[src/rtl/cmdrx_pkg.sv]
// Shared constants for the serial command receiver: frame layout and
// register bank geometry. Field positions are fixed by the frame format.
package cmdrx_pkg;
    localparam int FRAME_W  = 16;
    localparam int DATA_W   = 9;
    localparam int CH_W     = 2;
    localparam int SEL_W    = 3;
    localparam int POS_WD   = 15;
    localparam int POS_CH   = 13;
    localparam int POS_SEL  = 10;
    localparam int NUM_CH   = 1 << CH_W;
    localparam int NUM_SEL  = 1 << SEL_W;
    localparam int NUM_BANK = (NUM_SEL - 1) * NUM_CH;
    localparam int BANK_BITS = NUM_BANK * DATA_W;
    localparam int CNT_W    = $clog2(FRAME_W);
endpackage

[src/rtl/cmdrx_sync_edge.sv]
// Synchronizes serial clock, select and data into the system clock domain
// and detects rising edges of serial clock and select.
// Assumes each serial level is held for at least two system clocks.
module cmdrx_sync_edge #(
    parameter int STAGES = 2
) (
    input  logic clk,
    input  logic rst_n,
    input  logic sclk_i,
    input  logic cs_n_i,
    input  logic si_i,
    output logic sclk_rise_o,
    output logic cs_rise_o,
    output logic cs_hi_o,
    output logic si_o
);
    logic [STAGES-1:0] sclk_p, cs_p, si_p;
    logic              sclk_d, cs_d;

    // Synchronizer chains; select idles high.
    always_ff @(posedge clk) begin
        if (!rst_n) begin
            sclk_p <= '0;
            cs_p   <= '1;
            si_p   <= '0;
            sclk_d <= 1'b0;
            cs_d   <= 1'b1;
        end else begin
            sclk_p <= {sclk_p[STAGES-2:0], sclk_i};
            cs_p   <= {cs_p[STAGES-2:0], cs_n_i};
            si_p   <= {si_p[STAGES-2:0], si_i};
            sclk_d <= sclk_p[STAGES-1];
            cs_d   <= cs_p[STAGES-1];
        end
    end

    // Edge detection on the synchronized levels.
    always_comb begin
        sclk_rise_o = sclk_p[STAGES-1] & ~sclk_d;
        cs_rise_o   = cs_p[STAGES-1] & ~cs_d;
        cs_hi_o     = cs_p[STAGES-1];
        si_o        = si_p[STAGES-1];
    end
endmodule

[src/rtl/cmdrx_shifter.sv]
// Shift register and bit counter. Accepts a frame on select rise when at
// least one bit arrived and the count is a multiple of FRAME_W.
// Assumes synchronized, single-cycle edge pulses from cmdrx_sync_edge.
module cmdrx_shifter
    import cmdrx_pkg::*;
(
    input  logic               clk,
    input  logic               rst_n,
    input  logic               sclk_rise_i,
    input  logic               cs_rise_i,
    input  logic               cs_hi_i,
    input  logic               si_i,
    output logic               frame_vld_o,
    output logic               wd_o,
    output logic [CH_W-1:0]    ch_o,
    output logic [SEL_W-1:0]   sel_o,
    output logic [DATA_W-1:0]  data_o,
    output logic               so_o
);
    logic [FRAME_W-1:0] shift_q;
    logic [CNT_W-1:0]   cnt_q;
    logic               seen_q;

    // Shift on serial clock while selected; clear count on select rise.
    always_ff @(posedge clk) begin
        if (!rst_n) begin
            shift_q <= '0;
            cnt_q   <= '0;
            seen_q  <= 1'b0;
        end else if (cs_rise_i) begin
            cnt_q  <= '0;
            seen_q <= 1'b0;
        end else if (sclk_rise_i && !cs_hi_i) begin
            shift_q <= {shift_q[FRAME_W-2:0], si_i};
            cnt_q   <= cnt_q + 1'b1;
            seen_q  <= 1'b1;
        end
    end

    // Frame acceptance and field extraction.
    always_comb begin
        frame_vld_o = cs_rise_i && seen_q && (cnt_q == '0);
        wd_o        = shift_q[POS_WD];
        ch_o        = shift_q[POS_CH +: CH_W];
        sel_o       = shift_q[POS_SEL +: SEL_W];
        data_o      = shift_q[DATA_W-1:0];
        so_o        = shift_q[FRAME_W-1];
    end

    assert_idle_hold_R12: assert property (@(posedge clk) disable iff (!rst_n)
        cs_hi_i |=> $stable(shift_q));

    assert_so_chain_R9: assert property (@(posedge clk) disable iff (!rst_n)
        (sclk_rise_i && !cs_hi_i) |=> (so_o == $past(shift_q[FRAME_W-2])));
endmodule

[src/rtl/cmdrx_regfile.sv]
// Global register plus per-channel banks. A write goes to the global
// register for selector zero, else to the bank entry (sel, ch).
// Assumes wr_en_i is a single-cycle pulse.
module cmdrx_regfile
    import cmdrx_pkg::*;
(
    input  logic                 clk,
    input  logic                 rst_n,
    input  logic                 wr_en_i,
    input  logic [CH_W-1:0]      ch_i,
    input  logic [SEL_W-1:0]     sel_i,
    input  logic [DATA_W-1:0]    data_i,
    output logic [DATA_W-1:0]    glb_cfg_o,
    output logic [BANK_BITS-1:0] ch_cfg_o
);
    logic [NUM_BANK:0]                  we;
    logic [NUM_BANK-1:0][DATA_W-1:0]    bank_q;
    logic [DATA_W-1:0]                  glb_q;

    // Decode one write enable per register; bit 0 is the global register.
    always_comb begin
        we    = '0;
        we[0] = wr_en_i && (sel_i == '0);
        for (int s = 1; s < NUM_SEL; s++) begin
            for (int c = 0; c < NUM_CH; c++) begin
                we[1 + (s - 1) * NUM_CH + c] = wr_en_i &&
                    (sel_i == SEL_W'(s)) && (ch_i == CH_W'(c));
            end
        end
    end

    // Register storage.
    always_ff @(posedge clk) begin
        if (!rst_n) begin
            glb_q  <= '0;
            bank_q <= '0;
        end else begin
            if (we[0]) glb_q <= data_i;
            for (int b = 0; b < NUM_BANK; b++) begin
                if (we[b + 1]) bank_q[b] <= data_i;
            end
        end
    end

    assign glb_cfg_o = glb_q;
    assign ch_cfg_o  = bank_q;

    assert_single_target_R3: assert property (@(posedge clk) disable iff (!rst_n)
        $onehot0(we));

    assert_no_write_hold_R7: assert property (@(posedge clk) disable iff (!rst_n)
        !wr_en_i |=> ($stable(glb_q) && $stable(bank_q)));
endmodule

[src/rtl/cmdrx_wdog.sv]
// Frame watchdog: counts system clocks since the last accepted frame whose
// watchdog bit changed, saturating at the limit; flags timeout at the limit.
// Assumes frame_vld_i is a single-cycle pulse.
module cmdrx_wdog #(
    parameter int WD_W = 16
) (
    input  logic            clk,
    input  logic            rst_n,
    input  logic            frame_vld_i,
    input  logic            wd_bit_i,
    input  logic [WD_W-1:0] limit_i,
    output logic            timeout_o
);
    logic [WD_W-1:0] cnt_q;
    logic            last_q;
    logic            toggle;

    assign toggle = frame_vld_i && (wd_bit_i != last_q);

    // Clear on a toggle, otherwise count up to the limit.
    always_ff @(posedge clk) begin
        if (!rst_n) begin
            cnt_q  <= '0;
            last_q <= 1'b0;
        end else if (toggle) begin
            cnt_q  <= '0;
            last_q <= wd_bit_i;
        end else if (cnt_q < limit_i) begin
            cnt_q <= cnt_q + 1'b1;
        end
    end

    assign timeout_o = (cnt_q >= limit_i);

    assert_toggle_clears_R10: assert property (@(posedge clk) disable iff (!rst_n)
        toggle |=> (cnt_q == '0));

    assert_timeout_hold_R11: assert property (@(posedge clk) disable iff (!rst_n)
        (timeout_o && !toggle) |=> (timeout_o || (limit_i != $past(limit_i))));
endmodule

[src/rtl/spi_cmd_rx.sv]
// Top: serial command receiver with per-channel configuration registers
// and a toggle watchdog. Assumes serial inputs are asynchronous and slow
// compared with clk (each level held at least STAGES+1 system clocks).
module spi_cmd_rx
    import cmdrx_pkg::*;
#(
    parameter int SYNC_STAGES = 2,
    parameter int WD_W        = 16
) (
    input  logic                 clk,
    input  logic                 rst_n,
    input  logic                 sclk_i,
    input  logic                 cs_n_i,
    input  logic                 si_i,
    input  logic [WD_W-1:0]      wd_limit_i,
    output logic                 so_o,
    output logic [DATA_W-1:0]    glb_cfg_o,
    output logic [BANK_BITS-1:0] ch_cfg_o,
    output logic                 wd_timeout_o
);
    logic sclk_rise, cs_rise, cs_hi, si_s;
    logic frame_vld, frm_wd;
    logic [CH_W-1:0]   frm_ch;
    logic [SEL_W-1:0]  frm_sel;
    logic [DATA_W-1:0] frm_data;

    cmdrx_sync_edge #(.STAGES(SYNC_STAGES)) u_sync (
        .clk(clk), .rst_n(rst_n),
        .sclk_i(sclk_i), .cs_n_i(cs_n_i), .si_i(si_i),
        .sclk_rise_o(sclk_rise), .cs_rise_o(cs_rise),
        .cs_hi_o(cs_hi), .si_o(si_s)
    );

    cmdrx_shifter u_shift (
        .clk(clk), .rst_n(rst_n),
        .sclk_rise_i(sclk_rise), .cs_rise_i(cs_rise),
        .cs_hi_i(cs_hi), .si_i(si_s),
        .frame_vld_o(frame_vld), .wd_o(frm_wd), .ch_o(frm_ch),
        .sel_o(frm_sel), .data_o(frm_data), .so_o(so_o)
    );

    cmdrx_regfile u_regs (
        .clk(clk), .rst_n(rst_n), .wr_en_i(frame_vld),
        .ch_i(frm_ch), .sel_i(frm_sel), .data_i(frm_data),
        .glb_cfg_o(glb_cfg_o), .ch_cfg_o(ch_cfg_o)
    );

    cmdrx_wdog #(.WD_W(WD_W)) u_wdog (
        .clk(clk), .rst_n(rst_n), .frame_vld_i(frame_vld),
        .wd_bit_i(frm_wd), .limit_i(wd_limit_i), .timeout_o(wd_timeout_o)
    );
endmodule

[config.mk]
export PLATFORM = sky130hd
export DESIGN_NAME = spi_cmd_rx
export DESIGN_NICKNAME = d
export VERILOG_FILES = /design/src/rtl/cmdrx_pkg.sv /design/src/rtl/cmdrx_sync_edge.sv /design/src/rtl/cmdrx_shifter.sv /design/src/rtl/cmdrx_regfile.sv /design/src/rtl/cmdrx_wdog.sv /design/src/rtl/spi_cmd_rx.sv
export SDC_FILE = /design/constraint.sdc
export NUM_CORES = 1
export LEC_CHECK = 0
export BUFFER_PORTS_ARGS = -buffer_cell sky130_fd_sc_hd__buf_2
export CORE_MARGIN = 4
export CORE_UTILIZATION = 52
export DETAILED_ROUTE_END_ITERATION = 6
export HOLD_SLACK_MARGIN = 0.06
export PLACE_DENSITY = 0.88
export SLEW_MARGIN = 20
export SYNTH_ARGS = -nofsm -noshare
export SYNTH_HDL_FRONTEND = slang
export SYNTH_SLANG_ARGS = --single-unit
[constraint.sdc]
create_clock -name clk -period 2.6 [get_ports clk]
set_input_delay 0 -clock clk [delete_from_list [all_inputs] [get_ports clk]]
set_output_delay 0 -clock clk [all_outputs]
set_load 0.1 [all_outputs]
==> results.json, run 1 <==
{
  "synth_fp_nets": 1300,
  "slew_violations": 0,
  "clock_latency_ps": 560,
  "via_per_inst": 5.48,
  "met2_length_um": 16600,
  "postRouteAntennaNets": 0,
  "synth-edff-count": 0,
  "max_slew_margin": 0.354,
  "cellPowerDensity_nw_per_um2": 629,
  "end_kind": "output port",
  "ir_drop_mv": 0.505,
  "async_reset_ff_frac": 0,
  "fin_crit_sh": 0.953,
  "final_cells": 1838,
  "syn2layout_area_growth_pct": 24.3,
  "drtPass1Iterations": 5,
  "wl_per_cell_um": 18.6,
  "p_sw_frac": 0.214,
  "grt_start_max_net_pins": 130,
  "gp_congestion": 0.880,
  "clock_sinks": 307,
  "dr.first_iter.drc_count": 804,
  "synthMuxAreaShare": 0.189,
  "p_sw_uw": 2000,
  "critPathLaunchType": "flop",
  "status": "finished clean",
  "critPathTopFamily": "simple AND/OR/NAND/NOR gates",
  "initial_core_util": 0.528,
  "yosys.cell_types.count": 48,
  "dpl.cell_count": 1772,
  "cp_max_fo": 5,
  "min_period_ps": 2480,
  "fin_ws_ps": 122,
  "yosysTopAreaCell": "dfxtp_1",
  "synth_top_area_frac": 0.514,
  "setup_tns_ps": 0,
  "pre_cts_slack_ps": 231,
  "cp.arrival_ps": 2480,
  "die_h_um": 160,
  "seqPwrFrac": 0.505,
  "required_ps": 2600,
  "clock_path_buffers": 3,
  "yosys.area_share.adder": 0.0199,
  "num-nets-final": 1569,
  "antenna_found_initial": 0,
  "rows": 55,
  "final_core_util": 0.656,
  "hold_violations": 0,
  "yosys-top-cells-count": "dfxtp_1 (307), nor2_1 (234), mux2i_1 (226)",
  "cts_made_buffers": 30,
  "drt_wl_total_um": 34200,
  "hold_class": "in2reg",
  "synth_compound_area_frac": 0.0420,
  "die_w_um": 160,
  "highest_layer": "met4",
  "ys_seq_elements": 307,
  "cts_tree": "yes",
  "wl_met3_um": 3070,
  "ioPinCount": 284,
  "port_buffers": 283,
  "worst_pin_slew_ps": 968,
  "ys_seq_area_frac": 0.514,
  "synth_xor_area_frac": 0.00293,
  "grt_pass1_vias": 10099,
  "r2r_slack_ps": 240,
  "drive_above_1_share": 0.267,
  "overflow": 0,
  "netlist_area_um2": 11900,
  "max_freq_mhz": 404,
  "power.share.clock": 0.477,
  "dp_hpwl_um": 22400,
  "clock-root-buffer": "clkbuf_16",
  "rr_worst_depth": 7,
  "clk_pin_slew_ps": 60,
  "yosysMostFrequentCell": "dfxtp_1",
  "power.internal_uw": 7340,
  "finalSetupViolations": 0,
  "endpoint": "wd_timeout_o",
  "ys_dominant_reg_cell": "dfxtp_1",
  "vias": 10079,
  "crit_start": "u_wdog.cnt_q[13]",
  "p_comb_frac": 0.018,
  "crit_type": "reg2out",
  "synth.area.top_cells": "dfxtp_1 (51%), mux2i_1 (19%), nor2_1 (7.4%), nand2_1 (3.8%), a21oi_1 (3.0%)",
  "syn_area_per_cell_um2": 9.48,
  "cp.buffers_inverters": 1,
  "fp.coreArea_um2": 22600,
  "skew_ps": 13.0,
  "wl_met1_um": 13400,
  "r2r-end": "u_regs.ch_cfg_o[134]",
  "dieArea_um2": 25500,
  "r2r_start": "u_shift.cnt_q[0]",
  "htreeDepth": 1,
  "drcViolationCount": 0,
  "grt_pass1_wl_um": 54100,
  "drv_cap": 0,
  "rsz0062_at_grt": "no",
  "synth_top_family_by_area": "simple AND/OR/NAND/NOR gates",
  "totalPowerFinal_uw": 9340,
  "p_leak_uw": 0.00672,
  "synth-simple-area-share": 0.193,
  "synth_warnings": 0,
  "n_antenna_cell": 0,
  "max_stage_delay_ps": 410,
  "crit_slowest_cell": "dfxtp_1",
  "syn_inst": 1260,
  "track_usage": 0.256,
  "crit_chain": "ha_1 -> a211o_1 -> o211ai_1 -> nand2b_1 -> nor3_4 -> nand2_1 -> buf_4",
  "path_depth": 7
}
[sequential cells by signal, summed over array words and instances (netlist names), 2 cells and up]
name              cells
u_regs.ch_cfg_o     252
u_shift.shift_q      16
u_wdog.cnt_q         16
u_regs.glb_cfg_o      9
u_shift.cnt_q         4
u_sync.cs_p           2
u_sync.sclk_p         2
u_sync.si_p           2
[worst min path at each step]
| stage | from | endpoint | cells after the start |
|---|---|---|---|
| 6_report | wd_limit_i[15] | u_wdog.cnt_q[13] | 6 |
| 5_1_grt | wd_limit_i[15] | u_wdog.cnt_q[13] | 6 |
| 4_1_cts | wd_limit_i[15] | u_wdog.cnt_q[13] | 6 |
| 3_5_place_dp | cs_n_i | u_sync.cs_p[0] | 2 |
| 3_3_place_gp | cs_n_i | u_sync.cs_p[0] | 2 |
| 2_1_floorplan | cs_n_i | u_sync.cs_p[0] | 1 |
[cells by family after synthesis]
kind of cell | Yosys count
mux | 226
fa+ha+maj | 19
compound gates | 90
xor+xnor | 4
simple gates | 502
flops | 307
buf+inv | 112
[metal layers]
| metal | vias to the layer above | GRT usage |
|---|---|---|
| li1 | 4753 | - |
| met1 | 4786 | 0.312 |
| met2 | 449 | 0.434 |
| met3 | 91 | 0.0743 |
| met4 | 0 | 0.0899 |
| met5 | - | 0 |
[power groups by stage]
stage	sequential, uW	clock (uW)	combinational, uW
3_3_place_gp	4820	0	151
4_1_cts	4720	4510	166
5_1_grt	4720	4720	189
3_5_place_dp	4830	0	157
2_1_floorplan	4820	0	111
6_report	4720	4460	168
[cell usage in the layout, fill, tap and decap left out, types with 3 or more instances in the layout]
cell / n
or4_1: 3
clkinv_2: 6
a21oi_1: 71
nand4_2: 4
nand2_1: 122
nor2b_1: 5
nor3_2: 4
clkbuf_8: 5
ha_1: 19
dlygate4sd3_1: 7
buf_4: 38
bufinv_16: 3
o31ai_1: 4
nor2_4: 12
nor3_1: 6
nand2b_1: 18
inv_1: 19
dfxtp_2: 5
buf_2: 282
dfxtp_1: 302
nor4b_2: 3
mux2i_1: 226
nand4_1: 11
clkinvlp_4: 5
nand3_1: 56
clkbuf_1: 4
clkbuf_16: 30
nor2_1: 232
and2_1: 7
[through the flow]
stage	hold slack [ps]	cell area, um2
2_1_floorplan	101	11900
3_3_place_gp	188	13700
3_5_place_dp	185	13700
4_1_cts	164	14800
5_1_grt	241	14900
6_report	191	14900
[final cells by class]
type,instances,area (um2)
Fill cell,1754,7790
Sequential cell,307,6150
Multi-Input combinational cell,841,5430
Timing Repair Buffer,329,1810
Clock buffer,39,835
Tap cell,285,357
Clock inverter,17,191
Inverter,20,82.6
[repair_timing]
| item | 4_1_cts | 5_1_grt |
|---|---|---|
| endpoints found under the setup margin | 1 | 6 |
| resized for setup | 4 | 6 |
| hold endpoints to repair | 16 | 0 |
| hold buffers | 7 | 0 |
| pin swaps | 1 | 2 |
| buffers inserted | 0 | 3 |
[worst reg2reg max path, cell delays in order, from the launching register on]
cell and delay (ps):
dfxtp_1 340, inv_1 70, ha_1 180, nand4bb_1 230, nor4b_2 550, nand2_1 490, mux2i_1 310, nor2_1 50
Power figures use the tool's default switching activity.
==> run 2, diff against run 1 <==
- CORE_UTILIZATION: 52 -> 54
- PLACE_DENSITY: 0.88 -> 0.9
- SYNTH_HIERARCHICAL: unset -> 1
==> run 2 against run 1 <==
  * Synthesized area increased by 0.70%
  * Utilization increased by 1.4 points
  * Sequential share of layout area increased by 0.49 points
  * Routed wire length decreased by 2.1%
  * First-iteration DRC count decreased by 29%
  * Worst setup slack improved by 3.2 ps
  * Largest cell class unchanged
  * Critical endpoint unchanged
  * Global-route usage increased by 0.21 points
==> results.json, run 2 <==
{
  "status": "finished clean",
  "hold_class": "in2reg",
  "finalSetupViolations": 0,
  "drcViolationCount": 0,
  "drive_above_1_share": 0.270,
  "hold_violations": 0,
  "clk_pin_slew_ps": 70,
  "clock_sinks": 307,
  "ir_drop_mv": 0.453,
  "dr.first_iter.drc_count": 568,
  "ioPinCount": 284,
  "final_cells": 1756,
  "synth_warnings": 6,
  "drv_cap": 0,
  "crit_type": "reg2out",
  "die_w_um": 157,
  "worst_pin_slew_ps": 891,
  "synth_fp_nets": 1242,
  "synth.area.top_cells": "dfxtp_1 (51%), mux2i_1 (21%), nand2_1 (10%), ha_1 (2.0%), clkbuf_1 (1.5%)",
  "rr_worst_depth": 7,
  "overflow": 0,
  "track_usage": 0.258,
  "end_kind": "output port",
  "min_period_ps": 2470,
  "synth_top_area_frac": 0.511,
  "fp.coreArea_um2": 21900,
  "cts_tree": "yes",
  "dpl.cell_count": 1696,
  "syn_inst": 1202,
  "cellPowerDensity_nw_per_um2": 636,
  "rsz0062_at_grt": "no",
  "max_freq_mhz": 404,
  "via_per_inst": 5.43,
  "n_antenna_cell": 0,
  "fin_ws_ps": 126,
  "yosysTopAreaCell": "dfxtp_1",
  "grt_start_max_net_pins": 104,
  "grt_pass1_wl_um": 51100,
  "pre_cts_slack_ps": 216,
  "setup_tns_ps": 0,
  "htreeDepth": 1,
  "layout_commonest_cell": "nand2_1",
  "ys_seq_area_frac": 0.511,
  "vias": 9528,
  "r2r_start": "u_sync/cs_p[1]",
  "yosysMostFrequentCell": "nand2_1",
  "drt_wl_total_um": 33400,
  "cts_setup_buffers": 0,
  "netlist_area_um2": 12000,
  "cp_max_fo": 6,
  "clock_latency_ps": 550,
  "clock_path_buffers": 3,
  "fin_crit_sh": 0.952,
  "antenna_found_initial": 0,
  "r2r_slack_ps": 230,
  "port_buffers": 283,
  "async_reset_ff_frac": 0,
  "p_leak_uw": 0.00710,
  "ys_seq_elements": 307,
  "rows": 54,
  "critPathLaunchType": "flop",
  "ys_dominant_reg_cell": "dfxtp_1",
  "holdPathStages": 7,
  "slew_violations": 0,
  "grt_pass1_vias": 9463,
  "skew_ps": 12.8,
  "required_ps": 2600,
  "worstHoldStart": "wd_limit_i[15]",
  "syn_area_per_cell_um2": 10.0,
  "drtPass1Iterations": 5,
  "die_h_um": 157,
  "largest_reg_flops": 252,
  "synth-edff-count": 0,
  "final_cell_mix": "nand2_1 (331), dfxtp_1 (307), buf_2 (281), mux2i_1 (253), clkbuf_16 (31)",
  "cp.arrival_ps": 2470,
  "postRouteAntennaNets": 0,
  "syn2layout_area_growth_pct": 21.9,
  "num-nets-final": 1495,
  "cts_made_buffers": 30,
  "gp_congestion": 0.844,
  "holdPathEnd": "u_wdog/cnt_q[11]",
  "dp_hpwl_um": 22000,
  "clock-root-buffer": "clkbuf_16",
  "dieArea_um2": 24700,
  "max_slew_margin": 0.406,
  "initial_core_util": 0.550,
  "yosys-top-cells-count": "nand2_1 (331), dfxtp_1 (307), mux2i_1 (253)",
  "wl_per_cell_um": 19.0,
  "yosys.cell_types.count": 49,
  "r2r-end": "u_regs/ch_cfg_o[128]"
}
## run 2: cell families after synthesis
kind of cell | count (synthesis) | synth area share
xor+xnor | 7 | 0.00510
mux | 253 | 0.211
fa+ha+maj | 19 | 0.0198
flops | 307 | 0.511
compound gates | 64 | 0.0354
simple gates | 440 | 0.173
buf+inv | 112 | 0.0459
## run 2: routing by layer
metal	global-route usage	wire length [um]	vias to the layer above	share of wire
met4	0.104	1300	0	0.039
met3	0.0544	2350	102	0.070
met1	0.314	13400	4565	0.40
met2	0.447	16400	376	0.49
li1	-	-	4485	-
met5	0	0	-	0
## run 2: cell type report
class / instances / area, um2
sequential: 307 / 6150
tap: 280 / 350
timing repair buffer: 311 / 1690
inverter: 22 / 82.6
fill: 1606 / 7230
multi-input combinational: 783 / 5370
clock buffer: 43 / 891
clock inverter: 10 / 131
## run 2: critical path: stages, from the launching register on
cell	delay [ps]
dfxtp_1	350
ha_1	310
nand4_1	180
nor4_4	370
o21ai_2	150
nand4_1	220
a21o_1	170
buf_12	180
## run 2: repair_timing
action	CTS	global route
hold endpoints to repair	24	0
hold buffers	7	0
pin swaps	0	3
resized for setup	3	5
setup endpoints to repair	1	9
## run 2: how the worst max path moves through the flow
| stage | end | startpoint | slack (ps) | cells past startpoint |
|---|---|---|---|---|
| finish | wd_timeout_o | u_wdog/cnt_q[14] | 130 | 7 |
| detailed placement | u_regs/ch_cfg_o[92] | u_sync/cs_p[1] | 220 | 7 |
| global placement | u_regs/ch_cfg_o[96] | u_sync/cs_p[1] | 340 | 7 |
| global route | wd_timeout_o | u_wdog/cnt_q[15] | 9 | 7 |
| CTS | wd_timeout_o | u_wdog/cnt_q[11] | 10 | 7 |
| floorplan | wd_timeout_o | u_wdog/cnt_q[11] | 440 | 6 |
## run 2: per-stage QoR
stage | instance area, um2 | total power [uW] | hold slack [ps] | utilization
floorplan | 12000 | 4930 | 73.0 | -
global placement | 13500 | 4970 | 188 | 0.618
detailed placement | 13500 | 4970 | 200 | 0.618
CTS | 14600 | 9390 | 160 | 0.668
global route | 14700 | 9580 | 240 | 0.670
finish | 14700 | 9330 | 197 | 0.670
## run 2: power breakdown
group	switching (uW)	internal, uW	total, uW	leakage (uW)
clock network	1790	2660	4450	0.000504
logic	108	51.5	160	0.00413
registers	6.56	4710	4720	0.00247
total	1900	7430	9330	0.00710
==> run 3, diff against run 2 <==
- ABC_AREA: unset -> 1
- CORE_UTILIZATION: 54 -> 55
==> run 3 against run 2 <==
  * Synthesized area rose by 17%
  * Sequential cell count unchanged
  * Combinational power increased by 91%
  * Worst setup slack improved by 130 ps
  * First-iteration DRC count rose to 2.8 times the previous value
  * Sequential share of layout area is 5.2 points lower
  * Utilization shrank 0.37 points
  * Cell area is 14% higher
  * Via count rose by 44%
  * Die area rose by 14%
  * Critical path type unchanged
  * Critical endpoint unchanged
  * Highest routed layer unchanged
==> results.json, run 3 <==
{
  "fin_crit_sh": 0.900,
  "syn2layout_area_growth_pct": 19.2,
  "clock-root-buffer": "clkbuf_16",
  "dp_hpwl_um": 27100,
  "track_usage": 0.279,
  "rows": 58,
  "ys_dominant_reg_cell": "dfxtp_1",
  "grt_start_max_net_pins": 169,
  "cts_made_buffers": 34,
  "synth.area.top_cells": "dfxtp_1 (44%), nand2_1 (13%), nor2_1 (12%), inv_1 (9.5%), nand3_1 (8.6%)",
  "ir_drop_mv": 0.462,
  "critPathTopFamily": "simple AND/OR/NAND/NOR gates",
  "final_cells": 2702,
  "hold_violations": 0,
  "drt_wl_total_um": 40800,
  "min_period_ps": 2340,
  "clk_pin_slew_ps": 60,
  "cts_resized": 0,
  "drive_above_1_share": 0.186,
  "dpl.cell_count": 2644,
  "final_cell_mix": "nand2_1 (487), nor2_1 (454), inv_1 (352), dfxtp_1 (307), buf_2 (282)",
  "n_antenna_cell": 0,
  "clock_sinks": 307,
  "status": "finished clean",
  "yosys.cell_types.count": 34,
  "crit_type": "reg2out",
  "antenna_found_initial": 0,
  "cts_tree": "yes",
  "synth_top_area_frac": 0.438,
  "required_ps": 2600,
  "skew_ps": 10.6,
  "cellPowerDensity_nw_per_um2": 595,
  "yosys-top-cells-count": "nand2_1 (487), nor2_1 (457), inv_1 (354)",
  "num-nets-final": 2394,
  "cts-hold-fix-buffers": 4,
  "holdWs_ps": 227,
  "drcViolationCount": 0,
  "setup_tns_ps": 0,
  "postRouteAntennaNets": 0,
  "crit_slowest_cell": "buf_2",
  "grt_pass1_vias": 12960,
  "cp.arrival_ps": 2340,
  "synth-edff-count": 0,
  "drv_cap": 0,
  "p_leak_uw": 0.00875,
  "initial_core_util": 0.559,
  "yosysTopAreaCell": "dfxtp_1",
  "vias": 13716,
  "wl_per_cell_um": 15.1,
  "ys_seq_area_frac": 0.438,
  "htreeDepth": 2,
  "syn_inst": 2121,
  "dieArea_um2": 28100,
  "netlist_area_um2": 14000,
  "finalSetupViolations": 0,
  "yosysMostFrequentCell": "nand2_1",
  "cts_setup_buffers": 0,
  "rsz0062_at_grt": "no",
  "async_reset_ff_frac": 0,
  "clock_path_buffers": 3,
  "port_buffers": 283,
  "syn_area_per_cell_um2": 6.62,
  "die_h_um": 168,
  "layout_commonest_cell": "nand2_1",
  "clock_latency_ps": 500,
  "fp.coreArea_um2": 25100,
  "ioPinCount": 284,
  "cp_max_fo": 18,
  "critPathLaunchType": "flop",
  "die_w_um": 168,
  "hold_class": "in2reg",
  "slew_violations": 0,
  "worst_pin_slew_ps": 1110,
  "largest_reg_flops": 252,
  "max_stage_delay_ps": 430,
  "cp.buffers_inverters": 2,
  "via_per_inst": 5.08,
  "synth_fp_nets": 2161,
  "end_kind": "output port",
  "max_slew_margin": 0.253,
  "max_freq_mhz": 427,
  "synth_warnings": 6,
  "overflow": 0,
  "drtPass1Iterations": 6,
  "dr.first_iter.drc_count": 1572,
  "crit_chain": "ha_1 -> nand2_1 -> inv_2 -> nand3_2 -> nor3_4 -> nand2_2 -> nand3_1 -> buf_2",
  "grt_pass1_wl_um": 65200,
  "ys_seq_elements": 307,
  "gp_congestion": 0.874
}
==> run 3: changes by cell type after synthesis, moves of 14 or more <==
cell / previous run / this run
nor2_2: 1 / 28
a21boi_0: 14 / 0
buf_2: 12 / 30
inv_1: 22 / 354
nand2_1: 331 / 487
buf_1: 4 / 19
nor2_1: 13 / 457
nand3_1: 9 / 241
mux2i_1: 253 / 0
==> run 3: worst reg2reg max path, cell delays in order, from the launching register on <==
cell and delay, ps:
dfxtp_1 560, clkinv_1 980, nand3_1 450, nand2_1 100, nor2_1 120
==> run 3: worst paths after layout <==
check | to | depth (start not counted) | start | slack (ps)
worst min-delay path | u_sync/cs_p[0] | 4 | cs_n_i | 230
worst max-delay path | wd_timeout_o | 8 | u_wdog/cnt_q[11] | 260
worst max register to register | u_regs/ch_cfg_o[225] | 4 | u_shift/shift_q[0] | 330
worst min register to register | u_sync/cs_p[1] | 2 | u_sync/cs_p[0] | 400
==> run 3: cell type report <==
cell class / count / area (um2)
clock buffer: 46 / 990
clock inverter: 8 / 140
fill: 2080 / 8380
inverter: 361 / 1360
multi-input combinational: 1333 / 5930
sequential: 307 / 6150
tap: 330 / 413
timing repair buffer: 317 / 1750
==> run 3: per-layer routing <==
layer / GRT usage / wire, um / share of wire
met4: 0.128 / 1710 / 0.042
met1: 0.345 / 16100 / 0.39
met2: 0.470 / 19500 / 0.48
met5: 0 / 0 / 0
met3: 0.0562 / 3560 / 0.087
==> run 3: kinds of logic after synthesis <==
kind of cell / Yosys count / share of synthesized area
AO/OA/AOI/OAI: 54 / 0.0205
XOR/XNOR: 1 / 0.000624
adder cells (fa/ha/maj): 19 / 0.0169
buffers and inverters: 481 / 0.142
flip-flops: 307 / 0.438
AND/OR/NAND/NOR: 1259 / 0.382
==> run 3: per-stage QoR <==
step	area, um2	worst slack [ps]	utilization	total power [uW]
2_1_floorplan	14000	181	-	5060
3_3_place_gp	15600	505	0.620	5120
3_5_place_dp	15600	462	0.620	5130
4_1_cts	16700	232	0.666	9990
5_1_grt	16700	96.2	0.666	10200
6_report	16700	260	0.666	9960
==> run 3: report_power, final <==
part           leakage [uW]  internal, uW  switching [uW]
Combinational       0.00572          99.5             205
Sequential          0.00247          4720            15.4
Clock              0.000557          3040            1880
Total               0.00875          7860            2100
